$ cat src/rtl/sda_vote_rx_pkg.sv
`timescale 1ns/1ps
package sda_vote_rx_pkg;
  typedef enum logic [1:0] {
    RX_OK        = 2'd0,
    RX_BAD_STATE = 2'd1,
    RX_BUS_LOCK  = 2'd2,
    RX_GARBLED   = 2'd3
  } rx_err_e;

  typedef enum logic [2:0] {
    ST_IDLE,
    ST_WAIT_HI,
    ST_LOW,
    ST_WAIT_STR,
    ST_SETTLE,
    ST_SAMPLE,
    ST_DECIDE
  } rx_state_e;
endpackage

$ cat src/rtl/sda_vote_rx_cnt.sv
`timescale 1ns/1ps
module sda_vote_rx_cnt #(
  parameter int W = 12
) (
  input  logic         clk_i,
  input  logic         rst_ni,
  input  logic         clr_i,
  output logic [W-1:0] cnt_o
);
  always_ff @(posedge clk_i or negedge rst_ni) begin
    if (!rst_ni)    cnt_o <= '0;
    else if (clr_i) cnt_o <= '0;
    else if (cnt_o != '1) cnt_o <= cnt_o + 1'b1;
  end
endmodule

$ cat src/rtl/sda_vote_rx_acc.sv
`timescale 1ns/1ps
module sda_vote_rx_acc #(
  parameter int N_SAMPLES = 8,
  localparam int ACC_W = $clog2(4 * N_SAMPLES + 1)
) (
  input  logic             clk_i,
  input  logic             rst_ni,
  input  logic             clr_i,
  input  logic             take_i,
  input  logic             sda_i,
  output logic [ACC_W-1:0] acc_o
);
  always_ff @(posedge clk_i or negedge rst_ni) begin
    if (!rst_ni)                acc_o <= '0;
    else if (clr_i)             acc_o <= '0;
    else if (take_i && sda_i)   acc_o <= acc_o + ACC_W'(4);
  end
endmodule

$ cat src/rtl/sda_vote_rx.sv
`timescale 1ns/1ps
module sda_vote_rx
  import sda_vote_rx_pkg::*;
#(
  parameter int N_SAMPLES = 8,
  parameter int DELAY_CYC = 4,
  parameter int GAP_CYC   = 2,
  parameter int TO_W      = 12
) (
  input  logic            clk_i,
  input  logic            rst_ni,
  input  logic            bus_active_i,
  input  logic            req_i,
  input  logic [TO_W-1:0] stretch_limit_i,
  input  logic            scl_i,
  input  logic            sda_i,
  output logic            scl_oe_o,
  output logic            sda_oe_o,
  output logic            valid_o,
  output logic            bit_o,
  output logic [1:0]      err_o
);
  localparam int ACC_W = $clog2(4 * N_SAMPLES + 1);
  localparam int IDX_W = (N_SAMPLES > 1) ? $clog2(N_SAMPLES) : 1;
  localparam logic [ACC_W-1:0] LO_TH = ACC_W'(N_SAMPLES);
  localparam logic [ACC_W-1:0] HI_TH = ACC_W'(3 * N_SAMPLES);
  localparam logic [TO_W-1:0]  DLY_LAST = TO_W'(DELAY_CYC - 1);
  localparam logic [TO_W-1:0]  GAP_LAST = TO_W'(GAP_CYC - 1);
  localparam logic [IDX_W-1:0] IDX_LAST = IDX_W'(N_SAMPLES - 1);

  rx_state_e        state_q, state_d;
  logic [TO_W-1:0]  cnt;
  logic             cnt_clr;
  logic [IDX_W-1:0] idx_q, idx_d;
  logic [ACC_W-1:0] acc;
  logic             vote_clr, take;
  logic             res_set, res_bit;
  rx_err_e          res_err, err_q;
  logic             valid_q, bit_q;

  sda_vote_rx_cnt #(.W(TO_W)) u_cnt (
    .clk_i (clk_i),
    .rst_ni(rst_ni),
    .clr_i (cnt_clr),
    .cnt_o (cnt)
  );

  sda_vote_rx_acc #(.N_SAMPLES(N_SAMPLES)) u_acc (
    .clk_i (clk_i),
    .rst_ni(rst_ni),
    .clr_i (vote_clr),
    .take_i(take),
    .sda_i (sda_i),
    .acc_o (acc)
  );

  always_comb begin
    state_d  = state_q;
    idx_d    = idx_q;
    cnt_clr  = 1'b0;
    vote_clr = 1'b0;
    take     = 1'b0;
    res_set  = 1'b0;
    res_err  = RX_OK;
    res_bit  = 1'b0;
    unique case (state_q)
      ST_IDLE: begin
        cnt_clr  = 1'b1;
        vote_clr = 1'b1;
        if (req_i) begin
          if (!bus_active_i) begin
            res_set = 1'b1;
            res_err = RX_BAD_STATE;
          end else begin
            state_d = ST_WAIT_HI;
          end
        end
      end
      ST_WAIT_HI, ST_WAIT_STR: begin
        if (scl_i) begin
          cnt_clr = 1'b1;
          state_d = (state_q == ST_WAIT_HI) ? ST_LOW : ST_SETTLE;
        end else if (cnt == stretch_limit_i) begin
          res_set = 1'b1;
          res_err = RX_BUS_LOCK;
          state_d = ST_IDLE;
        end
      end
      ST_LOW: begin
        if (cnt == DLY_LAST) begin
          cnt_clr = 1'b1;
          state_d = ST_WAIT_STR;
        end
      end
      ST_SETTLE: begin
        if (cnt == DLY_LAST) begin
          cnt_clr = 1'b1;
          idx_d   = '0;
          state_d = ST_SAMPLE;
        end
      end
      ST_SAMPLE: begin
        take = (cnt == '0);
        if (cnt == GAP_LAST) begin
          cnt_clr = 1'b1;
          if (idx_q == IDX_LAST) state_d = ST_DECIDE;
          else                   idx_d   = idx_q + 1'b1;
        end
      end
      ST_DECIDE: begin
        res_set = 1'b1;
        state_d = ST_IDLE;
        if (acc < LO_TH)       res_bit = 1'b0;
        else if (acc >= HI_TH) res_bit = 1'b1;
        else                   res_err = RX_GARBLED;
      end
      default: state_d = ST_IDLE;
    endcase
  end

  always_ff @(posedge clk_i or negedge rst_ni) begin
    if (!rst_ni) begin
      state_q <= ST_IDLE;
      idx_q   <= '0;
      valid_q <= 1'b0;
      bit_q   <= 1'b0;
      err_q   <= RX_OK;
    end else begin
      state_q <= state_d;
      idx_q   <= idx_d;
      valid_q <= res_set;
      if (res_set) begin
        bit_q <= res_bit;
        err_q <= res_err;
      end
    end
  end

  assign scl_oe_o = (state_q == ST_LOW);
  assign sda_oe_o = 1'b0;  // target owns SDA for the whole read bit
  assign valid_o  = valid_q;
  assign bit_o    = bit_q;
  assign err_o    = err_q;
endmodule

$ cat config.mk
export PLATFORM = sky130hd
export DESIGN_NAME = sda_vote_rx
export DESIGN_NICKNAME = d
export VERILOG_FILES = /design/src/rtl/sda_vote_rx_pkg.sv /design/src/rtl/sda_vote_rx_cnt.sv /design/src/rtl/sda_vote_rx_acc.sv /design/src/rtl/sda_vote_rx.sv
export SDC_FILE = /design/constraint.sdc
export NUM_CORES = 1
export LEC_CHECK = 0
export CORE_UTILIZATION = 30
export CTS_CLUSTER_DIAMETER = 150
export DETAILED_ROUTE_END_ITERATION = 10
export GPL_TIMING_DRIVEN = 1
export PLACE_DENSITY = 0.53
export SLEW_MARGIN = 5
export SYNTH_ARGS = -nofsm -noshare
export SYNTH_HDL_FRONTEND = slang
export SYNTH_SLANG_ARGS = --single-unit
$ cat constraint.sdc
create_clock -name clk_i -period 4.32 [get_ports clk_i]
set_input_delay 1.08 -clock clk_i [delete_from_list [all_inputs] [get_ports clk_i]]
set_output_delay 1.08 -clock clk_i [all_outputs]
set_load 0.01 [all_outputs]
==> results.md <==
* Pwr Density at 446 nW/um^2
* Switching Fraction at between 30% and 40%
* Final-layout fill cell count at 560
* Multi-input gate area at 995 um^2
* Core area at approximately 5500 um^2
* CTS H-tree lvls at 1
* Net Switching at roughly 0.33 mW
* Synth top area share at 37.7%
* Yosys reg bits at 26
* Post-CTS Resized at 0
* Drt first pass iters at 4
* TritonCTS buffer count at 3
* Clock Skews at ~0.0032 ns
* Routability cong. at 0.779
* Reg2Reg Depth at 5
* Longest Clk Path Bufs at 2
* Min-delay worst type: flop to flop
* CP Class: flop to primary output
* Mapped Avg Cell Area at slightly below 10 um^2
* Number of port buffers at 22
* Setup TNS at 0 ns
* Logic pwr share at 38.5%
* Initial antenna violation count at 0
* DR DRC count at 0
* Syn_nets at 200
* Antenna Cells at 0
* End of the worst register-to-register path: err_o[0]
* Layout cells sized above 1 at between 9 and 10%
* Sequential fraction of the synthesis area at 37.7%
* Clock Power Share at about 22%
* Outcome: finished, final reports clean
* Internal reg-to-reg setup slack at between 2 and 2.5 ns
* Synth unique cells at 47
* Gr ovfl total at 0
* Synth Warn # at 0
* FFs w/ async S/R, synth at 100%
* Final hold violations at 0
* CTS Hold Bufs at 0
* Die area at approximately 6100 um^2
* Number of setup violations in the final report at 0
* Detail Route Antenna Nets at 0
* Area leader, netlist: dfrtp_1
* Die H at around 78 um
* Crit path launch type: flop
* Vias per inst at 4.84
* Nets@finish at 220
* Post-synth EDFFs at 0
* RSZ-0062 raised after global routing: false
* Worst Hold Depth at 2
* Sequential share of power at between 30% and 40%
* 1st-iter DRT viols at 97
* Synth Instances at 176
* Top Ports at 24
* Die width at approximately 80 um
* Vias after detailed routing at approximately 1,300
* Max cap viols at 0
* Setup crit end kind: primary output
* Floorplan row count at 27
* Tmin final at 2.89 ns
* Slew Limit Headroom at between 60% and 70%
* DRT Wirelength at 3500 um
* Largest net degree at the start of global routing at 27
* Vias in the first global route at ~1,300
* Clock-pin transition on the worst setup and hold timing paths at ~0.090 ns
* Fin Hold WS at 0.508 ns
* Worst-Margin Slew at about 0.53 ns
* Avg WL per Cell at 13.1 um
* First-pass GRT wire length at between 6000 and 7000 um
* Top post-synthesis cells by area: dfrtp_1, xnor2_1, nor2_1
* Leakage dissipation at about 0.8 nW
* P&R area growth vs syn at 20.0%
* WP data required at 3.24 ns
* Starting Density at between 30 and 40%
* Fmax at 346 MHz
* Tcrit/Tclk final at 66.9%
* Internal power at a little under 0.6 mW
* Post-synth top flop: dfrtp_1
* Clock Sinks at 26
* Synth Cell Area at around 1700 um^2
* Clk root buf: clkbuf_8
* Max Slew Vio Count at 0
* Worst-Skew Late Latency at roughly 0.27 ns
* Hold Startpoint: err_o[1]
* Critical Path AT at around 1.8 ns
* R2R Path Start: u_cnt.cnt_o[9]
* Detailed Place HPWL at ~2700 um
* Number of setup buffers added after CTS at 0
* Total global-route track usage at 13.1%
* Critical Path Fanout Max at 14
* Register area at 651 um^2
* CTS tree: yes
* Worst vdd ir at roughly 0.16 mV
* Hold Path Sink: err_o[1]
-- critical path, cell delays in order (launching register included) --
cell,delay [ns]
dfrtp_1,0.55
nand2b_1,0.24
nor2_1,0.18
clkdlybuf4s50_1,0.57
-- how the worst max path moves through the flow --
stage	start	endpoint	slack [ns]	depth (start not counted)
2_1_floorplan	stretch_limit_i[3]	err_o[0]	2.13	5
5_1_grt	state_q[0]	scl_oe_o	1.32	3
3_5_place_dp	stretch_limit_i[0]	err_o[0]	1.34	6
3_3_place_gp	stretch_limit_i[0]	err_o[0]	1.32	6
6_report	state_q[0]	scl_oe_o	1.43	3
4_1_cts	state_q[0]	scl_oe_o	1.41	3
-- stage by stage --
| stage | area [um^2] | power, mW | std cells | setup slack, ns | util [%] |
|---|---|---|---|---|---|
| 2_1_floorplan | 1720 | 0.613 | 176 | 2.13 | - |
| 3_3_place_gp | 2000 | 0.726 | 263 | 1.32 | 36.3 |
| 3_5_place_dp | 2000 | 0.730 | 263 | 1.34 | 36.3 |
| 4_1_cts | 2070 | 0.938 | 267 | 1.41 | 37.6 |
| 5_1_grt | 2070 | 1.00 | 267 | 1.32 | 37.6 |
| 6_report | 2070 | 0.923 | 267 | 1.43 | 37.6 |
-- state kept, by name (all words and copies together), names as in the netlist --
| register | count |
|---|---|
| err_o | 2 |
| state_q | 3 |
| u_cnt.cnt_o | 12 |
| valid_o | 1 |
| u_acc.acc_o | 4 |
| bit_o | 1 |
| idx_q | 3 |
-- Yosys cell counts, types with 4 or more instances --
cell / n
dfrtp_1: 26
buf_2: 6
nor3_1: 10
o21ai_0: 4
nand2b_1: 4
inv_1: 7
nor2_1: 22
ha_1: 6
xnor2_1: 19
a21oi_1: 7
nand2_1: 10
nand4_1: 5
mux2i_1: 4
-- area by class of cell --
| cell class | count | area share, % |
|---|---|---|
| clock buffer | 3 | 2.00 |
| clock inverter | 1 | 1.45 |
| inverter | 7 | 1.27 |
| multi-input combinational | 134 | 48.1 |
| sequential | 26 | 31.5 |
| tap | 72 | 4.36 |
| timing repair buffer | 24 | 11.4 |
-- logic make-up (layout without fill, tap and decap cells) --
logic type / Yosys count / after routing / share of synthesized area, %
AO/OA/AOI/OAI: 26 / 26 / 11.8
buffers and inverters: 16 / 35 / 4.57
other: 1 / 1 / 0.217
AND/OR/NAND/NOR: 72 / 72 / 25.9
flip-flops: 26 / 26 / 37.7
multiplexers: 7 / 7 / 4.28
XOR/XNOR: 22 / 22 / 11.2
adder cells (fa/ha/maj): 6 / 6 / 4.35
-- metal layers --
layer  routed length, um  GRT usage (%)  vias to the layer above
li1                    -              -                      657
met1                1680           17.3                      606
met2                1630           21.5                       26
met3                 165           3.41                        4
met4                  34           2.26                        0
met5                   0              0                        -
-- placed cells by master, fill, tap and decap left out, drive strengths merged, types with 3 or more instances in the layout --
| cell | count |
|---|---|
| nand2b | 4 |
| a21oi | 7 |
| clkdlybuf4s50 | 22 |
| nor3 | 11 |
| clkbuf | 3 |
| mux2 | 3 |
| xnor2 | 19 |
| nand4 | 6 |
| o21ai | 5 |
| dfrtp | 26 |
| ha | 6 |
| mux2i | 4 |
| nor4 | 5 |
| nor2 | 22 |
| nand2 | 10 |
| inv | 7 |
| nand3 | 4 |
| xor2 | 3 |
-- power by group through the flow --
stage / Clock, mW / Sequential, mW / Combinational [mW]
after floorplan: 0 / 0.330 / 0.283
after detailed placement: 0 / 0.369 / 0.361
after global routing: 0.223 / 0.375 / 0.403
after CTS: 0.212 / 0.364 / 0.362
after global placement: 0 / 0.367 / 0.359
final: 0.204 / 0.363 / 0.356
No activity file was read; power rests on OpenSTA's default activity.
